**src/rtl/ldma_pkg.sv**
```systemverilog
package ldma_pkg;
   localparam int          DESC_WORDS = 6;
   localparam logic [31:0] END_MARK   = 32'hFFFF_F800;

   localparam int W_CFG = 0;
   localparam int W_SRC = 1;
   localparam int W_DST = 2;
   localparam int W_CNT = 3;
   localparam int W_PAR = 4;
   localparam int W_NXT = 5;

   localparam logic [5:0] OFF_EN    = 6'h00;
   localparam logic [5:0] OFF_PAUSE = 6'h04;
   localparam logic [5:0] OFF_START = 6'h08;
   localparam logic [5:0] OFF_CFG   = 6'h0C;
   localparam logic [5:0] OFF_CSRC  = 6'h10;
   localparam logic [5:0] OFF_CDST  = 6'h14;
   localparam logic [5:0] OFF_LEFT  = 6'h18;
   localparam logic [5:0] OFF_PARAM = 6'h1C;
   localparam logic [5:0] OFF_FDESC = 6'h2C;

   typedef enum logic [1:0] {
      ST_IDLE  = 2'd0,
      ST_FETCH = 2'd1,
      ST_MOVE  = 2'd2
   } eng_state_t;

   typedef struct packed {
      logic [4:0] drq;
      logic       fixed;
      logic [1:0] burst;
      logic [1:0] width;
   } side_cfg_t;
endpackage

```
**src/rtl/ldma_cfg_decode.sv**
```systemverilog
module ldma_cfg_decode
   import ldma_pkg::*;
#(
   parameter int BURST_LSB = 7
)(
   input  logic [15:0] half_i,
   output side_cfg_t   cfg_o
);
   // Burst field position is a build-time choice between two layouts.
   generate
      if (BURST_LSB == 6) begin : g_burst_lo
         assign cfg_o.burst = half_i[7:6];
      end else begin : g_burst_hi
         assign cfg_o.burst = half_i[8:7];
      end
   endgenerate

   assign cfg_o.drq   = half_i[4:0];
   assign cfg_o.fixed = (half_i[6:5] != 2'd0);
   assign cfg_o.width = half_i[10:9];
endmodule

```
**src/rtl/ldma_regs.sv**
```systemverilog
module ldma_regs
   import ldma_pkg::*;
#(
   parameter int REG_AW  = 12,
   parameter int CH_BASE = 'h100
)(
   input  logic              clk,
   input  logic              rst_n,
   input  logic              reg_we,
   input  logic [REG_AW-1:0] reg_addr,
   input  logic [31:0]       reg_wdata,
   output logic [31:0]       reg_rdata,
   input  logic              idle_i,
   input  logic              hw_clr_i,
   input  logic [31:0]       cfg_i,
   input  logic [31:0]       csrc_i,
   input  logic [31:0]       cdst_i,
   input  logic [31:0]       left_i,
   input  logic [31:0]       param_i,
   input  logic [31:0]       fdesc_i,
   output logic              en_o,
   output logic              pause_o,
   output logic [31:0]       start_o,
   output logic              go_o
);
   localparam int                WIN_LSB = 6;
   localparam logic [REG_AW-1:0] BASE_V  = REG_AW'(CH_BASE);

   logic               in_win;
   logic [WIN_LSB-1:0] off;
   logic               wr;

   assign in_win = (reg_addr[REG_AW-1:WIN_LSB] == BASE_V[REG_AW-1:WIN_LSB]);
   assign off    = reg_addr[WIN_LSB-1:0];
   assign wr     = reg_we && in_win;
   assign go_o   = wr && (off == OFF_EN) && reg_wdata[0] && idle_i;

   always_ff @(posedge clk or negedge rst_n) begin
      if (!rst_n) begin
         en_o    <= 1'b0;
         pause_o <= 1'b0;
         start_o <= '0;
      end else begin
         if (hw_clr_i)
            en_o <= 1'b0;
         else if (wr && off == OFF_EN)
            en_o <= reg_wdata[0];
         if (wr && off == OFF_PAUSE)
            pause_o <= reg_wdata[0];
         if (wr && off == OFF_START)
            start_o <= reg_wdata;
      end
   end

   always_comb begin
      reg_rdata = '0;
      if (in_win) begin
         case (off)
            OFF_EN:    reg_rdata = {31'd0, en_o};
            OFF_PAUSE: reg_rdata = {31'd0, pause_o};
            OFF_START: reg_rdata = start_o;
            OFF_CFG:   reg_rdata = cfg_i;
            OFF_CSRC:  reg_rdata = csrc_i;
            OFF_CDST:  reg_rdata = cdst_i;
            OFF_LEFT:  reg_rdata = left_i;
            OFF_PARAM: reg_rdata = param_i;
            OFF_FDESC: reg_rdata = fdesc_i;
            default:   reg_rdata = '0;
         endcase
      end
   end
endmodule

```
**src/rtl/ldma_fetch.sv**
```systemverilog
module ldma_fetch
   import ldma_pkg::*;
(
   input  logic                        clk,
   input  logic                        rst_n,
   input  logic                        begin_i,
   input  logic [31:0]                 ptr_i,
   input  logic                        active_i,
   input  logic                        pause_i,
   output logic                        mem_req,
   output logic [31:0]                 mem_addr,
   input  logic                        mem_rvalid,
   input  logic [31:0]                 mem_rdata,
   output logic [DESC_WORDS-1:0][31:0] words_o,
   output logic [31:0]                 ptr_o,
   output logic                        last_o
);
   localparam int IDX_W = $clog2(DESC_WORDS);

   logic [IDX_W-1:0] idx_q;
   logic             accept;

   assign mem_req  = active_i && !pause_i;
   assign mem_addr = ptr_o + {{(32-IDX_W-2){1'b0}}, idx_q, 2'b00};
   assign accept   = mem_req && mem_rvalid;
   assign last_o   = accept && (idx_q == IDX_W'(DESC_WORDS-1));

   always_ff @(posedge clk or negedge rst_n) begin
      if (!rst_n) begin
         ptr_o <= '0;
         idx_q <= '0;
      end else if (begin_i) begin
         ptr_o <= ptr_i;
         idx_q <= '0;
      end else if (accept) begin
         idx_q <= last_o ? '0 : idx_q + 1'b1;
      end
   end

   // One holding register per descriptor word.
   generate
      for (genvar w = 0; w < DESC_WORDS; w++) begin : g_word
         always_ff @(posedge clk or negedge rst_n) begin
            if (!rst_n)
               words_o[w] <= '0;
            else if (accept && idx_q == IDX_W'(w))
               words_o[w] <= mem_rdata;
         end
      end
   endgenerate
endmodule

```
**src/rtl/ldma_progress.sv**
```systemverilog
module ldma_progress #(
   parameter int BEAT_W = 8
)(
   input  logic              clk,
   input  logic              rst_n,
   input  logic              load_i,
   input  logic [31:0]       src_i,
   input  logic [31:0]       dst_i,
   input  logic [31:0]       cnt_i,
   input  logic              beat_i,
   input  logic [BEAT_W-1:0] bytes_i,
   input  logic              src_fixed_i,
   input  logic              dst_fixed_i,
   output logic [31:0]       cur_src_o,
   output logic [31:0]       cur_dst_o,
   output logic [31:0]       left_o
);
   logic [31:0] step;

   assign step = {{(32-BEAT_W){1'b0}}, bytes_i};

   always_ff @(posedge clk or negedge rst_n) begin
      if (!rst_n) begin
         cur_src_o <= '0;
         cur_dst_o <= '0;
         left_o    <= '0;
      end else if (load_i) begin
         cur_src_o <= src_i;
         cur_dst_o <= dst_i;
         left_o    <= cnt_i;
      end else if (beat_i) begin
         left_o <= (step > left_o) ? '0 : left_o - step;
         if (!src_fixed_i) cur_src_o <= cur_src_o + step;
         if (!dst_fixed_i) cur_dst_o <= cur_dst_o + step;
      end
   end
endmodule

```
**src/rtl/ldma_channel.sv**
```systemverilog
module ldma_channel
   import ldma_pkg::*;
#(
   parameter int REG_AW    = 12,
   parameter int CHAN_IDX  = 0,
   parameter int BURST_LSB = 7,
   parameter int BEAT_W    = 8
)(
   input  logic              clk,
   input  logic              rst_n,
   input  logic              reg_we,
   input  logic [REG_AW-1:0] reg_addr,
   input  logic [31:0]       reg_wdata,
   output logic [31:0]       reg_rdata,
   output logic              mem_req,
   output logic [31:0]       mem_addr,
   input  logic              mem_rvalid,
   input  logic [31:0]       mem_rdata,
   output logic              xfer_req,
   output logic [31:0]       xfer_src,
   output logic [31:0]       xfer_dst,
   output logic [31:0]       xfer_len,
   output logic [4:0]        xfer_src_drq,
   output logic              xfer_src_fixed,
   output logic [1:0]        xfer_src_burst,
   output logic [1:0]        xfer_src_width,
   output logic [4:0]        xfer_dst_drq,
   output logic              xfer_dst_fixed,
   output logic [1:0]        xfer_dst_burst,
   output logic [1:0]        xfer_dst_width,
   output logic [7:0]        xfer_blk_size,
   output logic [7:0]        xfer_wait_cyc,
   input  logic              mv_beat,
   input  logic [BEAT_W-1:0] mv_beat_bytes,
   input  logic              xfer_done,
   output logic              pkg_done,
   output logic              queue_done
);
   localparam int CH_BASE = 'h100 + CHAN_IDX * 'h40;

   initial begin : p_param_check
      assert (BURST_LSB == 6 || BURST_LSB == 7)
         else $fatal(1, "BURST_LSB must be 6 or 7");
      assert (BEAT_W >= 1 && BEAT_W <= 16)
         else $fatal(1, "BEAT_W out of range");
      assert (CHAN_IDX >= 0 && CH_BASE + 'h40 <= (1 << REG_AW))
         else $fatal(1, "channel window exceeds register address space");
   end

   eng_state_t                  state_q;
   logic                        en_q;
   logic                        pause_q;
   logic [31:0]                 start_q;
   logic                        go;
   logic [DESC_WORDS-1:0][31:0] words;
   logic [31:0]                 fdesc;
   logic                        fetch_last;
   logic                        mv_finish;
   logic                        is_end;
   logic                        cont;
   logic                        hw_clr;
   logic                        fetch_begin;
   logic [31:0]                 fetch_ptr;
   side_cfg_t                   src_cfg;
   side_cfg_t                   dst_cfg;
   logic [31:0]                 cur_src;
   logic [31:0]                 cur_dst;
   logic [31:0]                 left;

   assign mv_finish   = (state_q == ST_MOVE) && xfer_done;
   assign is_end      = (words[W_NXT] == END_MARK);
   assign hw_clr      = mv_finish && is_end;
   assign cont        = mv_finish && !is_end && en_q;
   assign fetch_begin = go || cont;
   assign fetch_ptr   = go ? start_q : words[W_NXT];

   ldma_regs #(
      .REG_AW  (REG_AW),
      .CH_BASE (CH_BASE)
   ) u_regs (
      .clk       (clk),
      .rst_n     (rst_n),
      .reg_we    (reg_we),
      .reg_addr  (reg_addr),
      .reg_wdata (reg_wdata),
      .reg_rdata (reg_rdata),
      .idle_i    (state_q == ST_IDLE),
      .hw_clr_i  (hw_clr),
      .cfg_i     (words[W_CFG]),
      .csrc_i    (cur_src),
      .cdst_i    (cur_dst),
      .left_i    (left),
      .param_i   (words[W_PAR]),
      .fdesc_i   (fdesc),
      .en_o      (en_q),
      .pause_o   (pause_q),
      .start_o   (start_q),
      .go_o      (go)
   );

   ldma_fetch u_fetch (
      .clk        (clk),
      .rst_n      (rst_n),
      .begin_i    (fetch_begin),
      .ptr_i      (fetch_ptr),
      .active_i   (state_q == ST_FETCH),
      .pause_i    (pause_q),
      .mem_req    (mem_req),
      .mem_addr   (mem_addr),
      .mem_rvalid (mem_rvalid),
      .mem_rdata  (mem_rdata),
      .words_o    (words),
      .ptr_o      (fdesc),
      .last_o     (fetch_last)
   );

   ldma_cfg_decode #(.BURST_LSB(BURST_LSB)) u_src_dec (
      .half_i (words[W_CFG][15:0]),
      .cfg_o  (src_cfg)
   );

   ldma_cfg_decode #(.BURST_LSB(BURST_LSB)) u_dst_dec (
      .half_i (words[W_CFG][31:16]),
      .cfg_o  (dst_cfg)
   );

   ldma_progress #(.BEAT_W(BEAT_W)) u_prog (
      .clk         (clk),
      .rst_n       (rst_n),
      .load_i      ((state_q == ST_FETCH) && fetch_last),
      .src_i       (words[W_SRC]),
      .dst_i       (words[W_DST]),
      .cnt_i       (words[W_CNT]),
      .beat_i      ((state_q == ST_MOVE) && mv_beat),
      .bytes_i     (mv_beat_bytes),
      .src_fixed_i (src_cfg.fixed),
      .dst_fixed_i (dst_cfg.fixed),
      .cur_src_o   (cur_src),
      .cur_dst_o   (cur_dst),
      .left_o      (left)
   );

   always_ff @(posedge clk or negedge rst_n) begin
      if (!rst_n) begin
         state_q    <= ST_IDLE;
         pkg_done   <= 1'b0;
         queue_done <= 1'b0;
      end else begin
         pkg_done   <= mv_finish;
         queue_done <= mv_finish && is_end && en_q;
         case (state_q)
            ST_IDLE:  if (go) state_q <= ST_FETCH;
            ST_FETCH: if (fetch_last) state_q <= en_q ? ST_MOVE : ST_IDLE;
            ST_MOVE:  if (xfer_done) state_q <= cont ? ST_FETCH : ST_IDLE;
            default:  state_q <= ST_IDLE;
         endcase
      end
   end

   assign xfer_req       = (state_q == ST_MOVE);
   assign xfer_src       = words[W_SRC];
   assign xfer_dst       = words[W_DST];
   assign xfer_len       = words[W_CNT];
   assign xfer_src_drq   = src_cfg.drq;
   assign xfer_src_fixed = src_cfg.fixed;
   assign xfer_src_burst = src_cfg.burst;
   assign xfer_src_width = src_cfg.width;
   assign xfer_dst_drq   = dst_cfg.drq;
   assign xfer_dst_fixed = dst_cfg.fixed;
   assign xfer_dst_burst = dst_cfg.burst;
   assign xfer_dst_width = dst_cfg.width;
   assign xfer_blk_size  = words[W_PAR][15:8];
   assign xfer_wait_cyc  = words[W_PAR][7:0];
endmodule

```
**config.mk**
```make
export PLATFORM = sky130hd
export DESIGN_NAME = ldma_channel
export DESIGN_NICKNAME = d
export VERILOG_FILES = /design/src/rtl/ldma_pkg.sv /design/src/rtl/ldma_cfg_decode.sv /design/src/rtl/ldma_regs.sv /design/src/rtl/ldma_fetch.sv /design/src/rtl/ldma_progress.sv /design/src/rtl/ldma_channel.sv
export SDC_FILE = /design/constraint.sdc
export NUM_CORES = 1
export LEC_CHECK = 0
export ABC_AREA = 0
export BUFFER_PORTS_ARGS = -buffer_cell sky130_fd_sc_hd__buf_2
export CELL_PAD_IN_SITES_DETAIL_PLACEMENT = 0
export CELL_PAD_IN_SITES_GLOBAL_PLACEMENT = 1
export CORE_AREA = 2 2 214 216
export CTS_CLUSTER_SIZE = 16
export DETAILED_ROUTE_END_ITERATION = 7
export DIE_AREA = 0 0 216 218
export PLACE_DENSITY_LB_ADDON = 0.1
export SLEW_MARGIN = 40
export SYNTH_ARGS = -nofsm -noshare
export SYNTH_HDL_FRONTEND = slang
export SYNTH_SLANG_ARGS = --single-unit
```
**constraint.sdc**
```tcl
create_clock -name clk -period 2.8 [get_ports clk]
set_input_delay 0.28 -clock clk [delete_from_list [all_inputs] [get_ports clk]]
set_output_delay 0.28 -clock clk [all_outputs]
set_load 0.005 [all_outputs]
```
==> flow_metrics.py, run 1 <==
metrics = {
    "yosys": {
        "synthFlopType": "dfrtp_1",
        "synth.top_cell.area_share_pct": 45.1,
        "synth_seq_area_share_pct": 45.1,
        "synth_seq_cells": 361,
        "synth_nets": 2084,
        "synthTopCellsByArea": "dfrtp_1 (45%), mux2_2 (13%), buf_4 (5.0%), nand2_1 (4.5%), a22oi_1 (3.2%)",
        "synthCells": 1957,
        "synth_commonest_cells": "dfrtp_1 (361), nand2_1 (242), mux2_2 (223), buf_4 (134), nor2_1 (87)",
        "post_synth.cell_area_avg_um2": 10.2,
        "synth_top_area_cell": "dfrtp_1",
        "ys_types": 78,
        "yosysMostFrequentCell": "dfrtp_1",
        "synth_edf_count": 0,
        "syn_area_mm2": 0.0200,
        "synth-async-reset-ratio_pct": 100,
        "ys_warn_count": 0,
    },
    "worst_setup_path": {
        "r2r-end": "u_prog.cur_dst_o[31]",
        "worstPathArrival_ns": 2.68,
        "crit_chain": "ha_2 -> inv_2 -> fa_2 -> inv_2 -> a21oi_4 -> or4_4 -> nor2_4 -> buf_6 -> nand3_2 -> xnor2_1 -> buf_2",
        "critPathLaunchType": "register",
        "cp_slowest_stage_delay_ns": 0.45,
        "end_kind": "output port",
        "cp_top_family": "simple AND/OR/NAND/NOR gates",
        "worstReg2RegStart": "u_prog.cur_dst_o[2]",
        "reg2reg_slack_ns": 0.20,
        "reg2reg_depth": 8,
        "crit_buf_inv": 4,
        "path_max_fanout": 5,
        "timing.critical_path.from": "u_fetch.ptr_o[2]",
        "critPathKind": "reg2out",
        "cp.depth": 11,
        "worstPathRequired_ns": 2.52,
        "endpoint": "mem_addr[24]",
        "cp_common_cell": "inv_2",
        "slowest_stage": "or4_4",
    },
    "timing": {
        "hold_viol": 0,
        "finalClockSkew_ns": 0.0169,
        "finalSetupViolCount": 6,
        "grt_setup_unrepaired": "yes",
        "fin_crit_sh_pct": 106,
        "layout_setup_ws_ns": -0.160,
        "min_period_ns": 2.96,
        "final-max-slew-violation-count": 0,
        "holdWs_ns": 0.0299,
        "tns_ns": -0.757,
        "tightest_slew_ns": 0.785,
        "timing.fmax_ghz": 0.338,
        "maxSlewHeadroom_pct": 47.5,
    },
    "placement": {
        "dpl_worst_slack_ns": 0.104,
        "dpl.hpwl_mm": 50.2,
        "dp_cells": 2688,
        "gp_congestion": 0.902,
        "portBuffers": 289,
    },
    "routing": {
        "vias": 16400,
        "detail-route-antenna-nets": 0,
        "viasPerCell": 5.84,
        "drt_iter0_drc": 1271,
        "drt-wirelength-per-cell_um": 24.3,
        "wirelength_mm": 68.3,
        "dr.pass1.iters": 6,
        "drc": 0,
    },
    "clock_network": {
        "clk_latency_ns": 0.57,
        "ctsRootBufferMaster": "clkbuf_16",
        "htree_levels": 2,
        "cts_buffers": 44,
        "clkTransAtPathRegs_ns": 0.06,
        "cts_num_sinks": 361,
        "cts_tree": "built",
        "cts_buffer_depth": 3,
    },
    "layout": {
        "drive_gt1_share_pct": 33.1,
        "finalNetCount": 2308,
        "area_growth_pct": 18.1,
        "fin_util_pct": 52.7,
        "fillCellCount": 4199,
        "final_cells": 2816,
    },
    "grt": {
        "grt_max_degree": 84,
        "grt_usage_pct": 29.0,
        "antenna_found_initial": 3,
        "grt_pass1_vias": 16400,
        "grt_remaining_overflow": 0,
        "grt_pass1_wl_mm": 104,
    },
    "hold_path": {
        "hp-class": "in2reg",
    },
    "power": {
        "power.density_mw_per_mm2": 885,
        "power_leakage_nw": 10.8,
        "vdd_drop_max_uv": 656,
    },
    "die": {
        "initial_core_util_pct": 44.6,
        "coreArea_mm2": 0.0449,
        "die-area_mm2": 0.0471,
        "fp-row-count": 78,
        "die_h_um": 218,
        "pin_count": 290,
        "dieWidth_um": 216,
    },
    "run_status": {
        "violations": "negative setup slack",
        "status": "finished, violations left",
    },
    "job": {
        "cap_viol_max_count": 0,
    },
}
==> per-layer routing <==
layer / vias to the layer above / wire (um) / share of wire (%) / track usage (%)
li1: 7512 / - / - / -
met1: 8281 / 32300 / 47 / 43.3
met2: 555 / 30300 / 44 / 44.2
met3: 94 / 4160 / 6.1 / 4.35
met4: 0 / 1530 / 2.2 / 6.83
met5: - / 0 / 0 / 0
==> worst min-delay path by stage <==
stage	start	to	slack [ns]	cells after the start
after floorplan	rst_n	pkg_done	-0.02	0
after global placement	rst_n	u_regs.start_o[7]	0.32	1
after detailed placement	rst_n	u_regs.start_o[7]	0.33	1
after CTS	mem_rdata[5]	u_fetch.words_o[165]	0.002	3
after global routing	mem_rdata[11]	u_fetch.words_o[171]	0.02	3
final	mem_rdata[3]	u_fetch.words_o[163]	0.03	3
==> final cells by class <==
class | count | area (um2) | area share, %
inverters | 36 | 135 | 0.571
flip-flops and latches | 361 | 9040 | 38.2
clock buffers | 68 | 1330 | 5.63
well taps | 600 | 751 | 3.17
diodes | 2 | 5.00 | 0.0211
repair buffers | 418 | 2710 | 11.4
clock inverters | 11 | 111 | 0.470
multi-input cells | 1320 | 9590 | 40.5
==> layout by cell type (no fill, tap or decap), types with 17 or more instances in the layout <==
cell type      count
nand4_1           25
ha_1              31
or4_1             17
a21oi_1           61
mux2_2           223
nand2_1          241
dlygate4sd3_1     34
a22oi_1           84
o311ai_0          23
mux2i_1           37
o211ai_1          28
o21ai_1           35
inv_1             34
nor2_1            80
xnor2_1           24
buf_2            288
clkbuf_16         45
a221oi_1          33
nand3_1           55
buf_4             78
dfrtp_1          359
o21ai_0           53
nor3_1            22
==> registers in the layout, indices dropped and copies added (netlist names) <==
signal / flops
u_regs.pause_o: 1
u_prog.cur_src_o: 32
u_prog.cur_dst_o: 32
u_fetch.words_o: 192
queue_done: 1
u_fetch.ptr_o: 32
state_q: 2
u_fetch.idx_q: 3
u_regs.en_o: 1
pkg_done: 1
u_regs.start_o: 32
u_prog.left_o: 32
==> what timing repair did <==
| action | 4_1_cts | 5_1_grt |
|---|---|---|
| gates resized for setup | 18 | 18 |
| setup buffers | 9 | 4 |
| endpoints found under the hold margin | 104 | 0 |
| setup endpoints to repair | 17 | 40 |
| pin swaps | 3 | 5 |
| hold buffers | 34 | 0 |
==> metrics by stage <==
stage                     instance area, um2  power (mW)
after global routing                   23700        22.1
after detailed placement               21600        15.1
after floorplan                        20000        13.1
after CTS                              23600        21.0
after global placement                 21600        15.0
final                                  23700        21.0
==> power by group <==
part	internal (mW)	switching [mW]
clock network	3.45	2.28
logic	3.11	2.99
registers	7.08	2.04
total	13.6	7.31
==> worst min-delay path, stage by stage <==
cell	delay, ns
buf_2	0.16
nand2_1	0.08
nand2_1	0.04
==> kinds of logic after synthesis <==
| group | share of synthesized area (%) |
|---|---|
| xor gates and xnor gates | 1.75 |
| DFF | 45.1 |
| adders and majority gates | 2.46 |
| and+or+nand+nor | 13.7 |
| muxes | 14.5 |
| AOI/OAI and AO/OA | 14.6 |
| buffers and inverters | 7.93 |
Note: power is estimated with default switching activity, not from simulation.
==> run 2, diff against run 1 <==
--- a/config.mk
+++ b/config.mk
@@ -7,13 +7,13 @@
 export LEC_CHECK = 0
 export ABC_AREA = 0
 export BUFFER_PORTS_ARGS = -buffer_cell sky130_fd_sc_hd__buf_2
-export CELL_PAD_IN_SITES_DETAIL_PLACEMENT = 0
+export CELL_PAD_IN_SITES_DETAIL_PLACEMENT = 1
 export CELL_PAD_IN_SITES_GLOBAL_PLACEMENT = 1
 export CORE_AREA = 2 2 214 216
-export CTS_CLUSTER_SIZE = 16
 export DETAILED_ROUTE_END_ITERATION = 7
 export DIE_AREA = 0 0 216 218
 export PLACE_DENSITY_LB_ADDON = 0.1
+export SETUP_SLACK_MARGIN = 0.3
 export SLEW_MARGIN = 40
 export SYNTH_ARGS = -nofsm -noshare
 export SYNTH_HDL_FRONTEND = slang
==> run 2 against run 1 <==
- the flow still finishes with violations (negative setup slack)
- global-route usage grew 2.2 points
- worst setup slack lost 0.064 ns
- via count rose by 4.7%
==> flow_metrics.py, run 2 (same netlist as run 1, synthesis figures left out) <==
metrics = {
    "layout": {
        "largest_reg_flops": 192,
        "drive_gt1_share_pct": 41.0,
        "fin_area_mm2": 0.0248,
        "finalNetCount": 2370,
        "final_cells": 2877,
        "top_register": "u_fetch.words_o",
        "layout_common_cells": "dfrtp_1 (347), buf_2 (289), nand2_1 (239)",
        "fillCellCount": 4945,
        "area_growth_pct": 23.8,
        "final_common_cell": "dfrtp_1",
        "fin_util_pct": 55.2,
    },
    "die": {
        "dieWidth_um": 216,
        "initial_core_util_pct": 44.6,
        "fp-row-count": 78,
        "pin_count": 290,
        "die_h_um": 218,
        "coreArea_mm2": 0.0449,
        "die-area_mm2": 0.0471,
    },
    "grt": {
        "grt_max_degree": 84,
        "grt_pass1_vias": 17600,
        "antenna_found_initial": 3,
        "grt_usage_pct": 31.1,
        "grt_pass1_wl_mm": 112,
        "grt_remaining_overflow": 0,
    },
    "hold_path": {
        "hp-class": "in2reg",
        "min_from": "reg_wdata[11]",
        "whs_path_depth": 2,
        "whs_endpoint": "u_regs.start_o[11]",
    },
    "timing": {
        "tightest_slew_ns": 0.649,
        "finalSetupViolCount": 10,
        "hold_viol": 0,
        "finalClockSkew_ns": 0.0246,
        "maxSlewHeadroom_pct": 56.7,
        "tns_ns": -1.02,
        "timing.fmax_ghz": 0.331,
        "layout_setup_ws_ns": -0.224,
        "min_period_ns": 3.02,
        "grt_setup_unrepaired": "yes",
        "final-max-slew-violation-count": 0,
        "fin_crit_sh_pct": 108,
        "holdWs_ns": 0.0279,
    },
    "worst_setup_path": {
        "path_max_fanout": 5,
        "reg2reg_slack_ns": 0.19,
        "critPathLaunchType": "register",
        "worstPathRequired_ns": 2.52,
        "crit_buf_inv": 4,
        "reg2reg_depth": 6,
        "worstPathArrival_ns": 2.74,
        "r2r-end": "u_prog.left_o[22]",
        "worstReg2RegStart": "u_prog.left_o[14]",
        "slowest_stage": "or4_4",
        "cp_top_family": "simple AND/OR/NAND/NOR gates",
        "end_kind": "output port",
        "cp_common_cell": "inv_2",
        "cp_slowest_stage_delay_ns": 0.46,
        "crit_chain": "ha_2 -> inv_2 -> fa_2 -> inv_2 -> a21oi_4 -> or4_4 -> nor2_4 -> buf_6 -> nand3_2 -> xnor2_2 -> buf_2",
        "critPathKind": "reg2out",
    },
    "placement": {
        "dpl_worst_slack_ns": 0.0541,
        "portBuffers": 289,
        "postPlaceCellArea_mm2": 0.0216,
        "dpl.hpwl_mm": 52.9,
        "dp_cells": 2688,
        "gp_congestion": 0.902,
    },
    "power": {
        "power.density_mw_per_mm2": 868,
        "power_mw": 21.5,
        "vdd_drop_max_uv": 494,
        "power_leakage_nw": 11.2,
    },
    "routing": {
        "wirelength_mm": 74.6,
        "detail-route-antenna-nets": 0,
        "vias": 17200,
        "viasPerCell": 5.98,
        "dr.pass1.iters": 5,
        "drt_iter0_drc": 1404,
        "drt-wirelength-per-cell_um": 25.9,
        "drc": 0,
    },
    "clock_network": {
        "cts_buffers": 43,
        "clkTransAtPathRegs_ns": 0.06,
        "cts_buffer_depth": 3,
        "cts_num_sinks": 361,
        "htree_levels": 2,
        "cts_tree": "built",
        "ctsRootBufferMaster": "clkbuf_16",
        "clk_latency_ns": 0.57,
    },
    "run_status": {
        "violations": "negative setup slack",
        "status": "finished, violations left",
    },
    "job": {
        "cap_viol_max_count": 0,
    },
}
==> run 2: changes by cell type in the layout (fill, tap and decap cells not counted), sizes merged <==
cell	previous run	this run
buf	384	446
nor2	87	88
dlygate4sd3	34	33
nand2	243	244
clkinv	7	10
clkbuf	68	61
clkinvlp	1	3
==> run 2: layer usage <==
metal	GRT usage (%)	wire [um]	up-vias	part of all wire, %
met1	45.0	33900	8875	45
met5	0	0	-	0
met2	49.7	34400	597	46
li1	-	-	7636	-
met3	3.64	4430	104	5.9
met4	8.36	1870	0	2.5
==> run 2: final cells by class <==
| cell class | count | area (um2) | share of cell area [%] |
|---|---|---|---|
| diodes | 2 | 5.00 | 0.0202 |
| clock buffers | 61 | 1200 | 4.85 |
| clock inverters | 16 | 141 | 0.570 |
| inverters | 36 | 135 | 0.545 |
| multi-input cells | 1322 | 10300 | 41.6 |
| flip-flops and latches | 361 | 9050 | 36.5 |
| well taps | 600 | 751 | 3.03 |
| repair buffers | 479 | 3200 | 12.9 |
==> run 2: worst max path at each step <==
| stage | from | endpoint | depth (start not counted) |
|---|---|---|---|
| after global routing | u_fetch.idx_q[0] | mem_addr[24] | 11 |
| after detailed placement | mv_beat_bytes[0] | u_prog.cur_src_o[26] | 12 |
| after global placement | mv_beat_bytes[0] | u_prog.cur_src_o[26] | 12 |
| after floorplan | u_prog.cur_src_o[0] | u_prog.cur_src_o[26] | 10 |
| final | u_fetch.idx_q[0] | mem_addr[24] | 11 |
| after CTS | u_fetch.ptr_o[2] | mem_addr[24] | 11 |
==> run 2: timing repair <==
action	in CTS	in global routing
cloned	1	2
gates resized for setup	98	126
endpoints found under the hold margin	102	0
setup buffers	32	42
pin swaps	21	51
endpoints found under the setup margin	98	122
hold buffers	33	0
==> run 2: worst reg2reg max path, delay by kind of cell, from the launching register on <==
kind / cells / cell delay, ns
DFF: 1 / 0.40
and+or+nand+nor: 6 / 2.15
==> run 2: report_power, final <==
group,switching [mW],internal [mW]
Clock,2.28,3.18
Sequential,2.17,7.09
Combinational,3.36,3.46
Total,7.81,13.7
==> run 3, diff against run 2 <==
--- a/config.mk
+++ b/config.mk
@@ -5,13 +5,13 @@
 export SDC_FILE = /design/constraint.sdc
 export NUM_CORES = 1
 export LEC_CHECK = 0
-export ABC_AREA = 0
+export ABC_AREA = 1
 export BUFFER_PORTS_ARGS = -buffer_cell sky130_fd_sc_hd__buf_2
 export CELL_PAD_IN_SITES_DETAIL_PLACEMENT = 1
 export CELL_PAD_IN_SITES_GLOBAL_PLACEMENT = 1
-export CORE_AREA = 2 2 214 216
+export CORE_AREA = 2 2 221 223
 export DETAILED_ROUTE_END_ITERATION = 7
-export DIE_AREA = 0 0 216 218
+export DIE_AREA = 0 0 223 225
 export PLACE_DENSITY_LB_ADDON = 0.1
 export SETUP_SLACK_MARGIN = 0.3
 export SLEW_MARGIN = 40
==> constraint.sdc (replaced) <==
create_clock -name clk -period 3.6 [get_ports clk]
set_input_delay 0.36 -clock clk [delete_from_list [all_inputs] [get_ports clk]]
set_output_delay 0.36 -clock clk [all_outputs]
set_load 0.005 [all_outputs]
==> run 3 against run 2 <==
- the flow now finishes without violations
- worst setup slack improved by 0.67 ns
- clock power fell by 11%
- via count rose by 26%
- sequential power fell by 20%
- die area rose by 6.6%
- sequential share of layout area rose by 0.25 points
- final cell count rose by 32%
- synthesized cell count rose by 53%
- first-iteration DRC count rose by 27%
- combinational power rose by 9.5%
- register-to-register slack improved by 0.57 ns
- critical path type unchanged
- critical endpoint is now mem_addr[19]
- largest cell class unchanged
- largest power group is now combinational logic
==> flow_metrics.py, run 3 <==
metrics = {
    "clock_network": {
        "cts_num_sinks": 361,
        "cts_tree": "built",
        "ctsRootBufferMaster": "clkbuf_16",
        "cts_buffer_depth": 3,
        "clkTransAtPathRegs_ns": 0.06,
        "htree_levels": 2,
        "cts_buffers": 44,
        "clk_latency_ns": 0.59,
    },
    "hold_path": {
        "hp-class": "in2reg",
    },
    "timing": {
        "finalClockSkew_ns": 0.0173,
        "tightest_slew_ns": 0.742,
        "fin_crit_sh_pct": 87.5,
        "finalSetupViolCount": 0,
        "tns_ns": 0,
        "timing.fmax_ghz": 0.317,
        "maxSlewHeadroom_pct": 50.6,
        "hold_viol": 0,
        "min_period_ns": 3.15,
        "holdWs_ns": 0.0263,
        "final-max-slew-violation-count": 0,
        "grt_setup_unrepaired": "no",
    },
    "layout": {
        "area_growth_pct": 13.2,
        "drive_gt1_share_pct": 14.7,
        "largest_reg_flops": 192,
        "fillCellCount": 6092,
        "top_register": "u_fetch.words_o",
        "finalNetCount": 3256,
        "layout_common_cells": "nand2_1 (830), inv_1 (399), dfrtp_1 (361)",
        "final_common_cell": "nand2_1",
        "final_cells": 3787,
    },
    "die": {
        "die_h_um": 225,
        "pin_count": 290,
        "coreArea_mm2": 0.0475,
        "initial_core_util_pct": 45.7,
        "dieWidth_um": 223,
        "fp-row-count": 80,
        "die-area_mm2": 0.0502,
    },
    "yosys": {
        "synth_top_area_cell": "dfrtp_1",
        "synth_nets": 3117,
        "synthTopCellsByArea": "dfrtp_1 (42%), nand2_1 (14%), o21ai_0 (7.8%), inv_1 (6.9%), buf_4 (4.6%)",
        "synthFlopType": "dfrtp_1",
        "synthCells": 2990,
        "synth_top_family_by_area": "simple AND/OR/NAND/NOR gates",
        "synth_seq_cells": 361,
        "synth_commonest_cells": "nand2_1 (831), inv_1 (399), dfrtp_1 (361), o21ai_0 (337), nor2_1 (195)",
        "synth.top_cell.area_share_pct": 41.6,
        "yosysMostFrequentCell": "nand2_1",
        "synth-async-reset-ratio_pct": 100,
        "syn_area_mm2": 0.0217,
        "synth_xor_area_share_pct": 2.34,
        "ys_types": 43,
        "synth-simple-area-share_pct": 25.1,
        "ys_warn_count": 0,
        "post_synth.cell_area_avg_um2": 7.26,
        "synthMuxAreaShare_pct": 0.0519,
        "synth_adder_area_share_pct": 2.27,
        "synth_compound_area_share_pct": 14.9,
        "synth_edf_count": 0,
        "synth_seq_area_share_pct": 41.6,
    },
    "placement": {
        "gp_congestion": 0.958,
        "portBuffers": 289,
        "dpl.hpwl_mm": 72.7,
        "dp_cells": 3692,
    },
    "worst_setup_path": {
        "critPathLaunchType": "register",
        "path_max_fanout": 6,
        "critPathKind": "reg2out",
        "worstPathRequired_ns": 3.24,
        "worstPathArrival_ns": 2.79,
        "end_kind": "output port",
        "reg2reg_slack_ns": 0.76,
    },
    "routing": {
        "dr.pass1.iters": 5,
        "detail-route-antenna-nets": 0,
        "drt_iter0_drc": 1787,
        "wirelength_mm": 93.5,
        "viasPerCell": 5.73,
        "vias": 21700,
        "drt-wirelength-per-cell_um": 24.7,
        "drc": 0,
    },
    "run_status": {
        "status": "finished, final reports clean",
    },
    "grt": {
        "grt_remaining_overflow": 0,
        "antenna_found_initial": 18,
        "grt_pass1_wl_mm": 139,
        "grt_pass1_vias": 22900,
        "grt_usage_pct": 37.2,
        "grt_max_degree": 91,
    },
    "power": {
        "power_leakage_nw": 12.3,
        "vdd_drop_max_uv": 566,
        "power_mw": 19.7,
        "power.density_mw_per_mm2": 802,
    },
    "job": {
        "cap_viol_max_count": 0,
    },
}
## run 3: cell types whose count changed in the layout (fill, tap and decap cells not counted), sizes merged, moves of 35 or more
cell | previous run | this run
a22oi | 86 | 0
buf | 446 | 331
o22ai | 2 | 79
nand2 | 244 | 834
mux2i | 37 | 0
a221oi | 35 | 0
inv | 37 | 402
nor2 | 88 | 199
a21oi | 62 | 117
mux2 | 223 | 1
o21ai | 88 | 338
nand3 | 57 | 163
## run 3: path summary, 6_finish.rpt
path / from / end / cells past startpoint
worst max-delay path: u_fetch.idx_q[2] / mem_addr[19] / 10
worst min-delay path: reg_wdata[4] / u_regs.start_o[4] / 3
worst max register to register: u_fetch.idx_q[1] / u_prog.cur_src_o[4] / 9
worst min register to register: u_fetch.words_o[27] / u_fetch.words_o[27] / 2
max in group asynchronous: rst_n / u_fetch.ptr_o[22] / 4
min in group asynchronous: rst_n / u_fetch.words_o[97] / 2
## run 3: what timing repair did
| item | CTS | global route |
|---|---|---|
| setup buffers | 1 | 1 |
| hold buffers | 3 | 0 |
| pin swaps | 0 | 1 |
| setup endpoints to repair | 9 | 8 |
| hold endpoints to repair | 85 | 0 |
| resized for setup | 9 | 6 |
## run 3: cell families (layout without fill, tap and decap cells)
group	count (synthesis)	count (layout)
other	0	10
AOI/OAI and AO/OA	579	579
adders and majority gates	37	37
buffers and inverters	644	816
and+or+nand+nor	1310	1310
muxes	1	1
xor gates and xnor gates	58	58
DFF	361	361
## run 3: critical path, stage by stage, from the launching register on
cell,delay [ns]
dfrtp_1,0.48
ha_4,0.34
nand3_1,0.08
nand3_1,0.14
nand3_2,0.20
nor2_4,0.19
nand2_1,0.17
inv_1,0.17
nand3_1,0.13
xor2_1,0.17
buf_2,0.13
## run 3: layout make-up
class,instances,area [um2],share of cell area [%]
antenna,10,25.0,0.102
clock buffer,67,1330,5.41
clock inverter,12,213,0.865
inverter,403,1510,6.15
multi-input combinational,1985,9760,39.7
sequential,361,9030,36.8
tap,615,769,3.13
timing repair buffer,334,1930,7.87
## run 3: where the power goes
group	leakage (nW)	switching, mW	internal [mW]
clock	0.757	1.87	2.96
combinational	7.02	5.00	2.48
sequential	4.50	1.76	5.66
total	12.3	8.63	11.1
## run 3: metal layers
metal	track usage (%)	vias up	share of wire, %
met3	10.7	163	8.9
met2	59.4	832	46
met1	47.9	10900	41
met4	14.2	8	3.5
met5	0	-	0.051
li1	-	9768	-
## run 3: through the flow
stage / instance area (um2) / util [%] / setup WS (ns)
2_1_floorplan: 21700 / - / 1.25
3_3_place_gp: 22900 / 48.1 / 0.814
3_5_place_dp: 22900 / 48.1 / 0.630
4_1_cts: 24500 / 51.5 / 0.317
5_1_grt: 24600 / 51.7 / 0.319
6_report: 24600 / 51.7 / 0.449
